`src/rtl/dinit_pkg.sv`:
```
package dinit_pkg;
    localparam int REG_W  = 16;
    localparam int B_MODE = 15;
    localparam int B_CKE  = 14;
    localparam int B_RSV_HI = 13;
    localparam int B_RSV_LO = 4;
    localparam int B_REFR = 3;
    localparam int B_BUSY = 2;
    localparam int B_RDY  = 1;
    localparam int B_CMD  = 0;

    typedef enum logic [0:0] {
        MODE_INIT = 1'b0,
        MODE_RUN  = 1'b1
    } mode_state_e;

    typedef enum logic [1:0] {
        CMD_READY = 2'd0,
        CMD_ISSUE = 2'd1,
        CMD_WAIT  = 2'd2
    } cmd_state_e;
endpackage

```
`src/rtl/dinit_mode_fsm.sv`:
```
module dinit_mode_fsm
    import dinit_pkg::*;
(
    input  logic clk,
    input  logic rst_n,
    input  logic wr_en,
    input  logic wr_mode,
    input  logic wr_cke,
    input  logic access_busy,
    input  logic init_done,
    output logic init_mode,
    output logic cke_ctl
);
    mode_state_e state_q, state_d;

    always_ff @(posedge clk) begin
        if (!rst_n) state_q <= MODE_INIT;
        else        state_q <= state_d;
    end

    always_comb begin
        state_d = state_q;
        unique case (state_q)
            MODE_INIT: begin
                if (init_done)               state_d = MODE_RUN;
                else if (wr_en && !wr_mode)  state_d = MODE_RUN;
            end
            MODE_RUN: begin
                if (wr_en && wr_mode && !access_busy && !init_done)
                    state_d = MODE_INIT;
            end
            default: state_d = MODE_INIT;
        endcase
    end

    // Clock-enable control is only writable while initialization mode holds.
    always_ff @(posedge clk) begin
        if (!rst_n)                                cke_ctl <= 1'b0;
        else if (wr_en && state_q == MODE_INIT)    cke_ctl <= wr_cke;
    end

    always_comb begin
        init_mode = (state_q == MODE_INIT);
    end
endmodule

```
`src/rtl/dinit_cmd_fsm.sv`:
```
module dinit_cmd_fsm
    import dinit_pkg::*;
(
    input  logic clk,
    input  logic rst_n,
    input  logic wr_en,
    input  logic wr_cmd,
    input  logic init_mode,
    input  logic cmd_done,
    output logic cmd_issue,
    output logic cmd_ready
);
    cmd_state_e state_q, state_d;
    logic       accept;

    assign accept = wr_en && wr_cmd && init_mode && (state_q == CMD_READY);

    always_ff @(posedge clk) begin
        if (!rst_n) state_q <= CMD_READY;
        else        state_q <= state_d;
    end

    always_comb begin
        state_d = state_q;
        unique case (state_q)
            CMD_READY: if (accept)   state_d = CMD_ISSUE;
            CMD_ISSUE: state_d = cmd_done ? CMD_READY : CMD_WAIT;
            CMD_WAIT:  if (cmd_done) state_d = CMD_READY;
            default:   state_d = CMD_READY;
        endcase
    end

    always_comb begin
        cmd_issue = (state_q == CMD_ISSUE);
        cmd_ready = (state_q == CMD_READY) && init_mode;
    end
endmodule

```
`src/rtl/dinit_readback.sv`:
```
module dinit_readback
    import dinit_pkg::*;
#(
    parameter int W = REG_W
) (
    input  logic         init_mode,
    input  logic         cke_ctl,
    input  logic         refresh_active,
    input  logic         access_busy,
    input  logic         cmd_ready,
    output logic [W-1:0] rd_data
);
    always_comb begin
        rd_data         = '0;
        rd_data[B_MODE] = init_mode;
        rd_data[B_CKE]  = cke_ctl;
        rd_data[B_REFR] = refresh_active;
        rd_data[B_BUSY] = access_busy;
        rd_data[B_RDY]  = cmd_ready;
    end
endmodule

```
`src/rtl/dram_init_ctrl.sv`:
```
module dram_init_ctrl
    import dinit_pkg::*;
#(
    parameter int W = REG_W
) (
    input  logic         clk,
    input  logic         rst_n,
    input  logic         wr_en,
    input  logic [W-1:0] wr_data,
    output logic [W-1:0] rd_data,
    input  logic         refresh_active,
    input  logic         access_busy,
    input  logic         init_done,
    input  logic         cmd_done,
    output logic         cmd_issue,
    output logic         cke,
    output logic         hold_traffic
);
    logic init_mode, cke_ctl, cmd_ready;

    dinit_mode_fsm u_mode (
        .clk(clk), .rst_n(rst_n), .wr_en(wr_en),
        .wr_mode(wr_data[B_MODE]), .wr_cke(wr_data[B_CKE]),
        .access_busy(access_busy), .init_done(init_done),
        .init_mode(init_mode), .cke_ctl(cke_ctl)
    );

    dinit_cmd_fsm u_cmd (
        .clk(clk), .rst_n(rst_n), .wr_en(wr_en),
        .wr_cmd(wr_data[B_CMD]), .init_mode(init_mode),
        .cmd_done(cmd_done), .cmd_issue(cmd_issue), .cmd_ready(cmd_ready)
    );

    dinit_readback #(.W(W)) u_rb (
        .init_mode(init_mode), .cke_ctl(cke_ctl),
        .refresh_active(refresh_active), .access_busy(access_busy),
        .cmd_ready(cmd_ready), .rd_data(rd_data)
    );

    always_comb begin
        cke          = init_mode ? cke_ctl : 1'b1;
        hold_traffic = init_mode;
    end
endmodule

```
`config.mk`:
```
export PLATFORM = sky130hd
export DESIGN_NAME = dram_init_ctrl
export DESIGN_NICKNAME = d
export VERILOG_FILES = /design/src/rtl/dinit_pkg.sv /design/src/rtl/dinit_mode_fsm.sv /design/src/rtl/dinit_cmd_fsm.sv /design/src/rtl/dinit_readback.sv /design/src/rtl/dram_init_ctrl.sv
export SDC_FILE = /design/constraint.sdc
export NUM_CORES = 1
export LEC_CHECK = 0
export ABC_CLOCK_PERIOD_IN_PS = 1000
export BUFFER_PORTS_ARGS = -buffer_cell sky130_fd_sc_hd__buf_2
export CELL_PAD_IN_SITES_DETAIL_PLACEMENT = 2
export CELL_PAD_IN_SITES_GLOBAL_PLACEMENT = 2
export CORE_ASPECT_RATIO = 1.2
export CORE_MARGIN = 5
export CORE_UTILIZATION = 12
export DETAILED_ROUTE_END_ITERATION = 8
export PLACE_DENSITY_LB_ADDON = 0.1
export SLEW_MARGIN = 20
export SYNTH_ARGS = -nofsm -noshare
export SYNTH_HDL_FRONTEND = slang
export SYNTH_HIERARCHICAL = 1
export SYNTH_SLANG_ARGS = --single-unit
```
`constraint.sdc`:
```
create_clock -name clk -period 1 [get_ports clk]
set_input_delay 0.2 -clock clk [delete_from_list [all_inputs] [get_ports clk]]
set_output_delay 0.2 -clock clk [all_outputs]
set_load 0.05 [all_outputs]
```
Word level (Yosys, flattened, before mapping)
Index checks and enable logic that the tools add are counted.

storage, ports and cells
  bits of input ports = 23
  output and inout bits = 19
  bits in registers = 4
  word-level logic and storage cells = 31

operators by class
  bitwise logic cells = 1
  equality and inequality tests = 4
  mux-type cells = 9
  reduce and logical (&&, ||, !) cells = 14

operators by type and width
  cell                                                 count
  logical AND 1 bit                                    9
  two-way mux 2 bit                                    3
  case mux 2 bit (3 select lines)                      1
  two-way mux 1 bit                                    4
  zero test 1 bit                                      3
  equality test 2 x 1 -> 1 bit, second input constant  1
  equality test 2 bit, second input constant           1
  zero test 2 bit                                      1
  != test 2 x 1 -> 1 bit, second input constant        1
  != test 2 bit, second input constant                 1
  case mux 1 bit (2 select lines)                      1
  AND reduction 2 bit                                  1
  NOT 1 bit                                            1

Logic depth before layout (Yosys ltp)
Gate-level depths: netlist of run 1.

  depth after elaboration = 5
  depth in mapped cells = 3
  depth with buffers taken out = 3

Modules after synthesis
The synthesis of run 1 kept the hierarchy.

by module, submodules not included
  module          cells an instance  area an instance (um^2)  instances  seq. area each (um^2)
  dinit_readback  17                 123.9                    1          0.0
  dinit_mode_fsm  10                 92.6                     1          40.0
  dinit_cmd_fsm   7                  88.8                     1          40.0
  dram_init_ctrl  1                  6.3                      1          0.0

Least setup slack after synthesis of run 1
OpenSTA, ideal clock, no wires.

  path type = reg2out
  start = reg u_mode.state_q
  end = out rd_data[1]
  slack = -329 ps
  arrival time = 1,129 ps
  stages on the path, launching flop included = 4
  buffers on the path = 1
  required time = 800 ps
  cell sequence = dfxtp_1 > inv_1 > nor3b_2 > buf_4

between the ends
  longest elaborated chain between the ends = 2

RTL lines
  what                    line                  source
  start, declared         dinit_mode_fsm.sv:14  mode_state_e state_q, state_d;
  start signal, assigned  dinit_mode_fsm.sv:18  else state_q <= state_d;
  NOT 1 bit               dinit_mode_fsm.sv:43  init_mode = (state_q == MODE_INIT);
  via hold_traffic        dram_init_ctrl.sv:17  output logic hold_traffic
  logical AND 1 bit       dinit_cmd_fsm.sv:35   cmd_ready = (state_q == CMD_READY) && init_mode;
  end, declared           dram_init_ctrl.sv:10  output logic [W-1:0] rd_data,

The timed path passes the listed nets, and every way through them passes these cells.

Final worst setup path of run 1
  start = reg u_mode.state_q
  end = out cke

between the ends
  longest elaborated chain between the ends = 1

RTL lines
  what               line                  source
  two-way mux 1 bit  dram_init_ctrl.sv:41  cke = init_mode ? cke_ctl : 1'b1;
  end, declared      dram_init_ctrl.sv:16  output logic cke,

Every way passes these cells.

==> summary.md, run 1 <==
| Metric | Value |
|---|---|
| Status | finished with violations |
| Failing checks | setup timing |
| Sequential-to-total area share from yosys stat | 25.7% |
| DRC | 0 |
| Critical path type | register to output port |
| Synth Area in Compound Gates | 4.42% |
| CORE AREA | 0.00250 sq mm |
| Internal power | 402 uW |
| Reg2reg path depth | 4 |
| Main combinational cell family by area after synthesis | buffers and inverters |
| Cells after synthesis | 35 |
| Initial DRC count | 0 |
| Synth area leaders | buf_4, dfxtp_1, nor3b_2 |
| Clock transition at the registers of the reported paths | 40 ps |
| Peak VDD IR | 389 uV |
| Top-area cell type share of the netlist area | 38.6% |
| Fin crit period | 1250 ps |
| Initial antenna violation count | 0 |
| First-pass GRT wire length | 1400 um |
| Switching Share | 41.8% |
| Clock Tree Buf Depth | 2 |
| WL final | 993 um |
| Total global-route track usage | 5.24% |
| Synthesized-area fraction occupied by adder cells | 0% |
| Layout area overhead | 61.0% |
| Pwr dens | 1380 mW/mm^2 |
| Io pins | 42 |
| Final Power | 691 uW |
| Hold Path Class | input port to register |
| CTS tree | yes |
| Critical path arrival | 1050 ps |
| Final instance area | 502 sq um |
| Final-report max-slew violation count | 0 |
| Die H | 65.8 um |
| Drt wl/cell | 11.3 um |
| Post-synthesis simple-gate area fraction | 21.7% |
| Initial Util | 12.5% |
| Cell taking the most area after synthesis | buf_4 |
| Final period utilization | 125% |
| Post-route ant nets | 0 |
| Xor/xnor cell area share of the yosys netlist | 2.81% |
| Root buf cell | clkbuf_4 |
| GRT overflow | 0 |
| Synthesized area | 312 sq um |
| Hold-fix buffers, CTS | 0 |
| Crit path required time | 800 ps |
| Largest net degree at the start of global routing | 5 |
| Row count | 20 |
| Hold Path Stages | 2 |
| Clock latency on the worst-skew pair | 230 ps |
| Sequential Power Share | 25.6% |
| GP Congestion | 0.654 |
| Crit end category | output port |
| Flop2flop setup slack | 0 ps |
| RSZ-0062 raised after global routing | yes |
| Layout cells sized above 1 | 65.5% |
| HPWL after DPL | 812 um |
| Via-to-Cell Ratio | 2.93 |
| Vias | 258 |
| Fin util | 20.1% |
| Net count of the finished layout | 80 |
| Crit Path Max Fanout | 4 |
| Die area | 0.00372 sq mm |
| Antenna Diode Count | 0 |
| Placed insts | 82 |
| Most common cell after layout, fill and taps aside | conb_1 |
| Gate power share | 44.7% |
| Worst clock skew | 1.51 ps |
| Post-Layout Cell Count | 88 |
| Setup ws final | -254 ps |
| Place WS | -106 ps |
| Average cell area after synthesis | 8.90 sq um |
| Switching power | 289 uW |
| Synth warnings | 6 |
| Number of global-route vias before repair | 306 |
| Max-cap viol count | 0 |
| CP Launch Type | register |
| CTS H-tree depth | 1 |
| Post-synthesis mux area share | 3.21% |
| Number of clock sinks | 4 |
| Most frequent cells in the layout | conb_1, buf_2, buf_4 |
| Cts bufs inserted | 3 |
| Final Hold Viols | 0 |
| Fmax | 0.797 GHz |
| Chip width | 56.5 um |
| DP Area | 399 sq um |
| Pre-antenna DRT Iters | 1 |
| Final setup fails | 5 |
| Synth cell types | 13 |
| Power share of the clock group | 29.7% |
| Seq cells post-synth | 4 |
| Lkg Pwr | 0.242 nW |
| IO Port Bufs | 15 |
area by class of cell:
type,count,area (sq um)
Fill cell,303,2000
Clock buffer,3,22.5
Sequential cell,4,87.6
Tap cell,33,41.3
Timing Repair Buffer,23,176
Multi-Input combinational cell,23,163
Inverter,2,11.3
per-layer routing:
metal | up-vias | wire length, um | GRT usage (%)
met5 | - | 0 | 0
met3 | 0 | 117 | 2.54
met4 | 0 | 0 | 3.56
li1 | 127 | - | -
met2 | 14 | 525 | 9.25
met1 | 117 | 351 | 4.66
power by group through the flow:
stage / Combinational (mW) / Sequential, mW / Clock, mW
2_1_floorplan: 0.262 / 0.179 / 0
3_3_place_gp: 0.257 / 0.178 / 0
3_5_place_dp: 0.262 / 0.179 / 0
4_1_cts: 0.298 / 0.176 / 0.223
5_1_grt: 0.324 / 0.178 / 0.228
6_report: 0.309 / 0.177 / 0.206
cell families after synthesis:
kind of cell | Yosys count
simple gates | 8
buf+inv | 18
xor+xnor | 1
other cells | 1
mux | 1
compound gates | 2
flops | 4
per-stage QoR:
stage / TNS (ps) / hold slack, ps
after global routing: -1280 / 114
after CTS: -1010 / 120
final: -959 / 121
after detailed placement: -119 / 378
after floorplan: -703 / 270
after global placement: -83.1 / 375
synthesized netlist by cell type:
library cell and instances:
buf_4 16, dfxtp_1 4, nor2b_1 3, inv_1 2
nor3b_2 2, a21oi_1 1, and4_1 1, conb_1 1
mux2i_1 1, nand2b_1 1, nor2b_2 1, o31a_1 1
xnor2_1 1
path summary, 6_finish.rpt:
check,endpoint,from
hold / removal,u_cmd/state_q[1],cmd_done
setup reg to reg,u_cmd/state_q[0],u_mode/state_q
hold reg to reg,u_mode/cke_ctl,u_mode/cke_ctl
setup / recovery,cke,u_mode/state_q
critical path, cell delays in order, from the launching register on:
cell,delay (ps)
dfxtp_2,340
clkinvlp_4,120
buf_4,160
nand2b_4,60
buf_8,140
state kept, by name (all words and copies together) (netlist names):
name / flops
u_mode/state_q: 1
u_mode/cke_ctl: 1
u_cmd/state_q: 2
timing repair:
action / in CTS / in global routing
gates resized for setup: 15 / 4
pin swaps: 1 / 0
setup endpoints to repair: 6 / 8
setup buffers: 1 / 2
(Power assumes the default switching activity.)
==> run 2, diff against run 1 <==
--- a/config.mk
+++ b/config.mk
@@ -15,3 +15,3 @@
 export DETAILED_ROUTE_END_ITERATION = 8
-export PLACE_DENSITY_LB_ADDON = 0.1
+export PLACE_DENSITY = 0.75
 export SLEW_MARGIN = 20
--- a/constraint.sdc
+++ b/constraint.sdc
@@ -3,2 +3,2 @@
 set_output_delay 0.2 -clock clk [all_outputs]
-set_load 0.05 [all_outputs]
+set_load 0.02 [all_outputs]
==> run 2 against run 1 <==
The run still ends with setup timing left. First-iteration DRC count increased by 1. Global-route usage fell by 0.16 points. Via count down 2.3%. Register-to-register slack gained 80 ps. Non-clock buffer count is 5 lower. Wire length shrank 15%. Highest routed layer unchanged. Clock power shrank 5%. Clock-buffer cell count unchanged. Largest power group is now the clock network. Setup slack improved by 110 ps. Worst hold slack improved by 10 ps.
==> summary.md, run 2 (synthesized netlist as in run 1, its figures left out) <==
| Metric | Value |
|---|---|
| Row count | 20 (unchanged) |
| Antenna Diode Count | 0 (unchanged) |
| Final setup fails | 5 (unchanged) |
| Layout cells sized above 1 | 60.0% (-5.5 points) |
| Via-to-Cell Ratio | 3.04 (+3.6%) |
| Worst hold slack | 132 ps (+10.4 ps) |
| Top Registers | u_cmd/state_q (2), u_mode/cke_ctl (1), u_mode/state_q (1) |
| Hold Path Class | input port to register |
| Initial antenna violation count | 0 (unchanged) |
| Layout area overhead | 44.2% |
| Final period utilization | 115% (-11 points) |
| Net count of the finished layout | 75 (-6.3%) |
| Clock transition at the registers of the reported paths | 40 ps (about the same) |
| Final-report max-slew violation count | 0 (unchanged) |
| IO Port Bufs | 15 (unchanged) |
| Io pins | 42 (unchanged) |
| Die H | 65.8 um (unchanged) |
| Worst clock skew | 0.817 ps (-0.696 ps) |
| Cts bufs inserted | 3 (unchanged) |
| CP Buf/Inv Count | 2 (-1) |
| Critical path arrival | 950 ps (-100 ps) |
| Flop2flop setup slack | 80 ps (+80 ps) |
| Crit Path Max Fanout | 2 (-2) |
| CP Launch Type | register |
| Post-Layout Cell Count | 83 (-5.7%) |
| WL final | 844 um (-15%) |
| Hold-fix buffers, CTS | 0 (unchanged) |
| Crit path max-delay family | flip-flops |
| Critical path type | register to output port |
| Pwr dens | 1240 mW/mm^2 (-10%) |
| Setup ws final | -149 ps (+106 ps) |
| Post-route ant nets | 0 (unchanged) |
| Initial Util | 12.5% (unchanged) |
| Reg with most FFs | u_cmd/state_q |
| Initial DRC count | 1 (+1) |
| Crit-path cells | inv_2 > nor3b_4 > buf_6 |
| Number of flip-flops in the largest register | 2 (unchanged) |
| Final Power | 555 uW (-20%) |
| Root buf cell | clkbuf_4 |
| RSZ-0062 raised after global routing | yes |
| Fin util | 18.0% (-2.1 points) |
| CTS tree | yes |
| GP Congestion | 0.687 (+5.0%) |
| CORE AREA | 0.00250 sq mm (unchanged) |
| CTS H-tree depth | 1 (unchanged) |
| First-pass GRT wire length | 1290 um (-7.9%) |
| Number of global-route vias before repair | 286 (-6.5%) |
| Die area | 0.00372 sq mm (unchanged) |
| Peak VDD IR | 381 uV (-2.0%) |
| Clock Tree Buf Depth | 2 (unchanged) |
| Fin crit period | 1150 ps (-106 ps) |
| Failing checks | setup timing |
| DRC | 0 (unchanged) |
| CP max stage delay | 310 ps (-30 ps) |
| Setup TNS | -480 ps (+479 ps) |
| Total global-route track usage | 5.08% (-0.16 points) |
| Status | finished with violations |
| Lkg Pwr | 0.217 nW (-10%) |
| HPWL after DPL | 655 um (-19%) |
| Crit path required time | 800 ps (about the same) |
| Number of clock sinks | 4 (unchanged) |
| DP Area | 345 sq um (-13%) |
| Most common cell after layout, fill and taps aside | conb_1 |
| Chip width | 56.5 um (unchanged) |
| Final Hold Viols | 0 (unchanged) |
| Critical-path top delay cell | dfxtp_2 |
| Placed insts | 77 (-6.1%) |
| Final instance area | 449 sq um (-10%) |
| Drt wl/cell | 10.2 um (-9.9%) |
| Largest net degree at the start of global routing | 5 (unchanged) |
| Max-cap viol count | 0 (unchanged) |
| Crit end category | output port |
| Clock latency on the worst-skew pair | 230 ps (about the same) |
| Pre-antenna DRT Iters | 2 (+1) |
| GRT overflow | 0 (unchanged) |
| Most frequent cells in the layout | conb_1, buf_2, buf_6 |
| Place WS | 13.9 ps (+120 ps) |
| Vias | 252 (-2.3%) |
| Fmax | 0.870 GHz (+9.2%) |
## run 2: cell count changes in the layout (fill, tap and decap cells not counted)
cell	previous run	this run
buf_4	8	3
buf_2	9	10
buf_8	1	0
clkinvlp_4	1	0
dfxtp_1	0	1
dfxtp_2	3	2
inv_2	0	1
## run 2: layer usage
layer  up-vias  global-route usage (%)  wire length (um)
li1        115                       -                 -
met1       123                    4.43               274
met2        14                    8.53               496
met3         0                    3.13                73
met4         0                    3.56                 0
met5         -                       0                 0
## run 2: power by group
group          switching [mW]  internal [mW]  leakage (nW)
clock network          0.0618          0.134        0.0138
logic                   0.103         0.0811         0.169
registers             0.00724          0.168        0.0342
## run 2: what timing repair did
item,4_1_cts,5_1_grt
hold endpoints to repair,0,0
pin swaps,0,1
buffers inserted,3,1
gates resized for setup,17,0
setup endpoints to repair,5,6
## run 2: final timing paths
check                               startpoint               end  cells past startpoint
worst min register to register  u_mode/cke_ctl    u_mode/cke_ctl                      2
worst min-delay path                  cmd_done  u_cmd/state_q[1]                      2
worst max-delay path            u_mode/state_q        rd_data[1]                      3
worst max register to register  u_mode/state_q  u_cmd/state_q[0]                      4
## run 2: cell type report
class	instances	area (sq um)
multi-input combinational	23	163
clock buffer	3	22.5
tap	33	41.3
sequential	4	86.3
inverter	2	7.51
fill	312	2050
timing repair buffer	18	129
## run 2: worst reg2reg max path, cell delays in order, from the launching register on
cell	delay, ps
dfxtp_2	310
inv_2	60
nor3b_4	200
buf_4	140
and4_1	150
